### src/rtl/tmr_pkg.sv
package tmr_pkg;
  typedef enum logic [1:0] {
    ADDR_MODE = 2'd0,
    ADDR_CNT  = 2'd1,
    ADDR_CTRL = 2'd2,
    ADDR_FLAG = 2'd3
  } tmr_addr_e;

  typedef struct packed {
    logic gie;
    logic ien;
    logic run;
  } tmr_ctrl_t;
endpackage

### src/rtl/tmr_prescaler.sv
module tmr_prescaler #(
  parameter int PRE_W = 8,
  parameter int SEL_W = 3
) (
  input  logic             clk_i,
  input  logic             rst_ni,
  input  logic             run_i,
  input  logic             restart_i,
  input  logic [SEL_W-1:0] sel_i,
  output logic             tick_o
);
  localparam int unsigned MAX_DIV = 1 << PRE_W;

  logic [PRE_W-1:0] pre_q;
  logic [PRE_W:0]   div_w;
  logic [PRE_W-1:0] term_w;

  assign div_w  = (PRE_W+1)'(MAX_DIV) >> sel_i;
  assign term_w = PRE_W'(div_w - 1'b1);
  assign tick_o = run_i && !restart_i && (pre_q == term_w);

  always_ff @(posedge clk_i or negedge rst_ni) begin
    if (!rst_ni)        pre_q <= '0;
    else if (restart_i) pre_q <= '0;
    else if (run_i)     pre_q <= tick_o ? '0 : pre_q + 1'b1;
  end
endmodule

### src/rtl/tmr_counter.sv
module tmr_counter #(
  parameter int CNT_W = 8
) (
  input  logic             clk_i,
  input  logic             rst_ni,
  input  logic             load_i,
  input  logic [CNT_W-1:0] load_val_i,
  input  logic             tick_i,
  output logic [CNT_W-1:0] cnt_o,
  output logic             ovf_o
);
  logic [CNT_W-1:0] cnt_q;

  // a load on the same edge takes priority and suppresses the rollover
  assign ovf_o = tick_i && !load_i && (cnt_q == {CNT_W{1'b1}});
  assign cnt_o = cnt_q;

  always_ff @(posedge clk_i or negedge rst_ni) begin
    if (!rst_ni)     cnt_q <= '0;
    else if (load_i) cnt_q <= load_val_i;
    else if (tick_i) cnt_q <= cnt_q + 1'b1;
  end
endmodule

### src/rtl/tmr_irq_flag.sv
module tmr_irq_flag (
  input  logic clk_i,
  input  logic rst_ni,
  input  logic set_i,
  input  logic wr_i,
  input  logic wr_val_i,
  output logic flag_o
);
  always_ff @(posedge clk_i or negedge rst_ni) begin
    if (!rst_ni)    flag_o <= 1'b0;
    else if (set_i) flag_o <= 1'b1;   // rollover beats a same-edge clear
    else if (wr_i)  flag_o <= wr_val_i;
  end
endmodule

### src/rtl/tmr8_irq.sv
module tmr8_irq
  import tmr_pkg::*;
#(
  parameter int          CNT_W   = 8,
  parameter int          SEL_W   = 3,
  parameter int          SEL_LSB = 4,
  parameter int          DATA_W  = 8,
  parameter logic [7:0]  VECTOR  = 8'd8
) (
  input  logic              clk_i,
  input  logic              rst_ni,
  input  logic              wr_en_i,
  input  logic [1:0]        wr_addr_i,
  input  logic [DATA_W-1:0] wr_data_i,
  output logic [CNT_W-1:0]  cnt_o,
  output logic              flag_o,
  output logic              irq_o,
  output logic [7:0]        vector_o
);
  localparam int CTRL_W = $bits(tmr_ctrl_t);

  logic [SEL_W-1:0] mode_q;
  tmr_ctrl_t        ctrl_q;
  logic             wr_mode, wr_cnt, wr_ctrl, wr_flag;
  logic             tick, ovf;

  assign wr_mode = wr_en_i && (tmr_addr_e'(wr_addr_i) == ADDR_MODE);
  assign wr_cnt  = wr_en_i && (tmr_addr_e'(wr_addr_i) == ADDR_CNT);
  assign wr_ctrl = wr_en_i && (tmr_addr_e'(wr_addr_i) == ADDR_CTRL);
  assign wr_flag = wr_en_i && (tmr_addr_e'(wr_addr_i) == ADDR_FLAG);

  always_ff @(posedge clk_i or negedge rst_ni) begin
    if (!rst_ni) begin
      mode_q <= '0;
      ctrl_q <= '0;
    end else begin
      if (wr_mode) mode_q <= wr_data_i[SEL_LSB +: SEL_W];
      if (wr_ctrl) ctrl_q <= tmr_ctrl_t'(wr_data_i[CTRL_W-1:0]);
    end
  end

  tmr_prescaler #(.PRE_W(CNT_W), .SEL_W(SEL_W)) u_pre (
    .clk_i     (clk_i),
    .rst_ni    (rst_ni),
    .run_i     (ctrl_q.run),
    .restart_i (wr_cnt),
    .sel_i     (mode_q),
    .tick_o    (tick)
  );

  tmr_counter #(.CNT_W(CNT_W)) u_cnt (
    .clk_i      (clk_i),
    .rst_ni     (rst_ni),
    .load_i     (wr_cnt),
    .load_val_i (wr_data_i[CNT_W-1:0]),
    .tick_i     (tick),
    .cnt_o      (cnt_o),
    .ovf_o      (ovf)
  );

  tmr_irq_flag u_flag (
    .clk_i    (clk_i),
    .rst_ni   (rst_ni),
    .set_i    (ovf),
    .wr_i     (wr_flag),
    .wr_val_i (wr_data_i[0]),
    .flag_o   (flag_o)
  );

  assign irq_o    = flag_o && ctrl_q.ien && ctrl_q.gie;
  assign vector_o = VECTOR;
endmodule

### config.mk
export PLATFORM = sky130hd
export DESIGN_NAME = tmr8_irq
export DESIGN_NICKNAME = d
export VERILOG_FILES = /design/src/rtl/tmr_pkg.sv /design/src/rtl/tmr_prescaler.sv /design/src/rtl/tmr_counter.sv /design/src/rtl/tmr_irq_flag.sv /design/src/rtl/tmr8_irq.sv
export SDC_FILE = /design/constraint.sdc
export NUM_CORES = 1
export LEC_CHECK = 0
export ABC_AREA = 0
export CORE_MARGIN = 5
export CORE_UTILIZATION = 50
export DETAILED_ROUTE_END_ITERATION = 6
export PLACE_DENSITY = 0.9
export SLEW_MARGIN = 20
export SYNTH_ARGS = -nofsm -noshare
export SYNTH_HDL_FRONTEND = slang
export SYNTH_HIERARCHICAL = 1
export SYNTH_SLANG_ARGS = --single-unit
### constraint.sdc
create_clock -name clk_i -period 2.79 [get_ports clk_i]
set_input_delay 0.279 -clock clk_i [delete_from_list [all_inputs] [get_ports clk_i]]
set_output_delay 0.279 -clock clk_i [all_outputs]
set_load 0.005 [all_outputs]
==> results.py <==
metrics = {
    "worst_setup_path": {
        "path_buf_inv": 0,
        "worstReg2RegStart": "mode_q[2]",
        "cp-startpoint": "mode_q[2]",
        "crit_type": "reg -> reg",
        "worst_ep_arrival_time_ns": 2.82,
        "crit_required_ns": 3.05,
        "cp_slowest_cell": "or4_1",
        "path_cells": "a22o_1 > a32oi_1 > o2111ai_1 > nor2_4 > and4b_1 > nand4_2 > or4_1 > nand3_1",
        "worst-path-max-fanout": 8,
        "worstSetupStartpointType": "register",
        "slowest_delay_ns": 0.51,
        "cp-end-kind": "register",
        "cpLargestDelayFamily": "simple AND/OR/NAND/NOR gates",
    },
    "timing": {
        "clock.fmax_mhz": 390,
        "slew_violations": 0,
        "fin_crit_ns": 2.56,
        "holdWs_ns": 0.313,
        "setup_viol": 0,
        "hold_viol": 0,
        "period_share_pct": 91.9,
        "fin_skew_ns": 0.00674,
        "tns_ns": 0,
        "fin_ws_ns": 0.226,
        "grt_setup_unrepaired": "false",
    },
    "drt": {
        "wl_met2_um": 1610,
        "vias": 1279,
        "wirelength_um": 3210,
        "detail_route.wl_per_cell_um": 15.3,
        "met3_length_um": 149,
        "m1WireLength_um": 1390,
        "first_pass_iters": 4,
        "vias_per_cell": 6.12,
        "ant_nets": 0,
        "first_iter_violations": 64,
        "top_layer": "met4",
        "drc": 0,
    },
    "synthesis": {
        "ys_seq_elements": 23,
        "syn_area_um2": 1470,
        "synth-main-ff-cell": "dfrtp_1",
        "ys_warn_count": 6,
        "yosys-top-cells-area": "dfrtp_1, buf_4, mux2_2, nand2_1, o21ai_0",
        "syn-instance-count": 158,
        "postSynthAreaPerCell_um2": 9.28,
        "synth_cell_types": 46,
        "synth-edff-count": 0,
        "synth_top_cell_area_share_pct": 39.2,
        "synthArstFlopShare_pct": 100,
        "yosysSeqAreaShare_pct": 39.2,
        "yosysTopAreaCell": "dfrtp_1",
    },
    "pwr": {
        "p_per_area_nw_per_um2": 592,
        "p_leak_nw": 0.707,
        "vdd_drop_max_uv": 496,
        "total_power_mw": 1.00,
    },
    "placement": {
        "place.gp.congestion": 0.778,
        "hpwl_um": 2360,
        "post-place-ws_ns": 0.313,
        "placed_area_um2": 1660,
        "dp.cells": 205,
        "port_buffers": 22,
    },
    "job": {
        "max_cap_violations": 0,
    },
    "final_layout": {
        "syn2layout_area_growth_pct": 15.3,
        "diodes": 0,
        "final_cell_mix": "dfrtp_1, clkdlybuf4s50_1, nand2_1, o21ai_0",
        "layout_commonest_cell": "dfrtp_1",
        "postLayoutCoreUtil_pct": 60.8,
        "fin_area_um2": 1690,
        "nets": 194,
        "fin_cells": 209,
        "drive_above_1_share_pct": 10.1,
    },
    "cts": {
        "clock_latency_ns": 0.31,
        "ctsHoldBuffers": 0,
        "postCtsSetupRepairBufs": 0,
        "tritoncts": "done",
        "cts_root_buf": "clkbuf_4",
        "cts-buffers-inserted": 3,
        "clock_path_buffers": 2,
        "cts_resized": 0,
        "path_clk_slew_ns": 0.12,
        "htreeDepth": 1,
        "clock-sinks": 23,
    },
    "global_route": {
        "grt_pass1_wl_um": 5560,
        "grt_max_degree": 32,
        "overflow": 0,
        "antenna_found_initial": 0,
        "grt_pass1_vias": 1265,
        "grt_usage_pct": 16.1,
    },
    "floorplanning": {
        "die_x_um": 64.2,
        "initial_utilization_pct": 52.7,
        "chipHeight_um": 64.2,
        "num_rows": 19,
        "die_area_um2": 4120,
        "core_um2": 2780,
        "ioPinCount": 31,
    },
    "hold_path": {
        "hold_class": "in -> async",
    },
    "status": {
        "run_status": "finished clean",
    },
}
[kinds of logic after synthesis]
group	synth area share [%]
other cells	0.512
simple gates	26.1
buf+inv	8.02
flops	39.2
fa+ha+maj	1.71
xor+xnor	3.58
compound gates	14.8
mux	5.97
[registers in the layout, indices dropped and copies added, names as in the netlist]
register       cells
ctrl_q             3
mode_q             3
u_cnt/cnt_o        8
u_flag/flag_o      1
u_pre/pre_q        8
[report_power, final]
part	switching (mW)	total [mW]	internal, mW
clock	0.0953	0.151	0.0559
sequential	0.109	0.509	0.400
combinational	0.157	0.341	0.184
total	0.361	1.00	0.641
[area by class of cell]
| cell class | instances | area (µm²) |
|---|---|---|
| Timing Repair Buffer | 24 | 235 |
| Tap cell | 31 | 38.8 |
| Inverter | 5 | 18.8 |
| Multi-Input combinational cell | 122 | 796 |
| Clock buffer | 4 | 26.3 |
| Sequential cell | 23 | 576 |
| Fill cell | 229 | 1090 |
[final timing paths]
check,to,slack (ns),depth (start not counted)
worst min-delay path,u_cnt/cnt_o[0],0.31,2
worst max register to register,u_cnt/cnt_o[7],0.23,8
worst min register to register,ctrl_q[1],0.51,1
worst max-delay path,u_cnt/cnt_o[7],0.23,8
min in group clk_i,ctrl_q[1],0.51,1
max in group asynchronous,u_cnt/cnt_o[2],2.25,2
[per-layer routing]
layer  vias to the layer above  track usage (%)
met5                         -                0
met4                         0             5.60
met3                         8             1.93
met2                        56             27.6
met1                       617             20.8
li1                        598                -
[cells in the mapped netlist (2+ instances only)]
master    count
clkbuf_1      2
conb_1        2
inv_1         5
or4_1         2
and3_1        6
nand4_1       5
and4b_1       2
o21bai_1      2
nand2_1      15
xor2_1        3
nand3b_1      5
xnor2_1       3
o21ai_0      11
a21oi_1       3
nor2_1        8
nand3_1       5
mux2_2        6
nor2b_1       3
dfrtp_1      23
mux2i_1       2
a31oi_1       4
o211ai_1      2
ha_1          2
buf_4        10
or3_1         6
No activity file was read; power rests on OpenSTA's default activity.
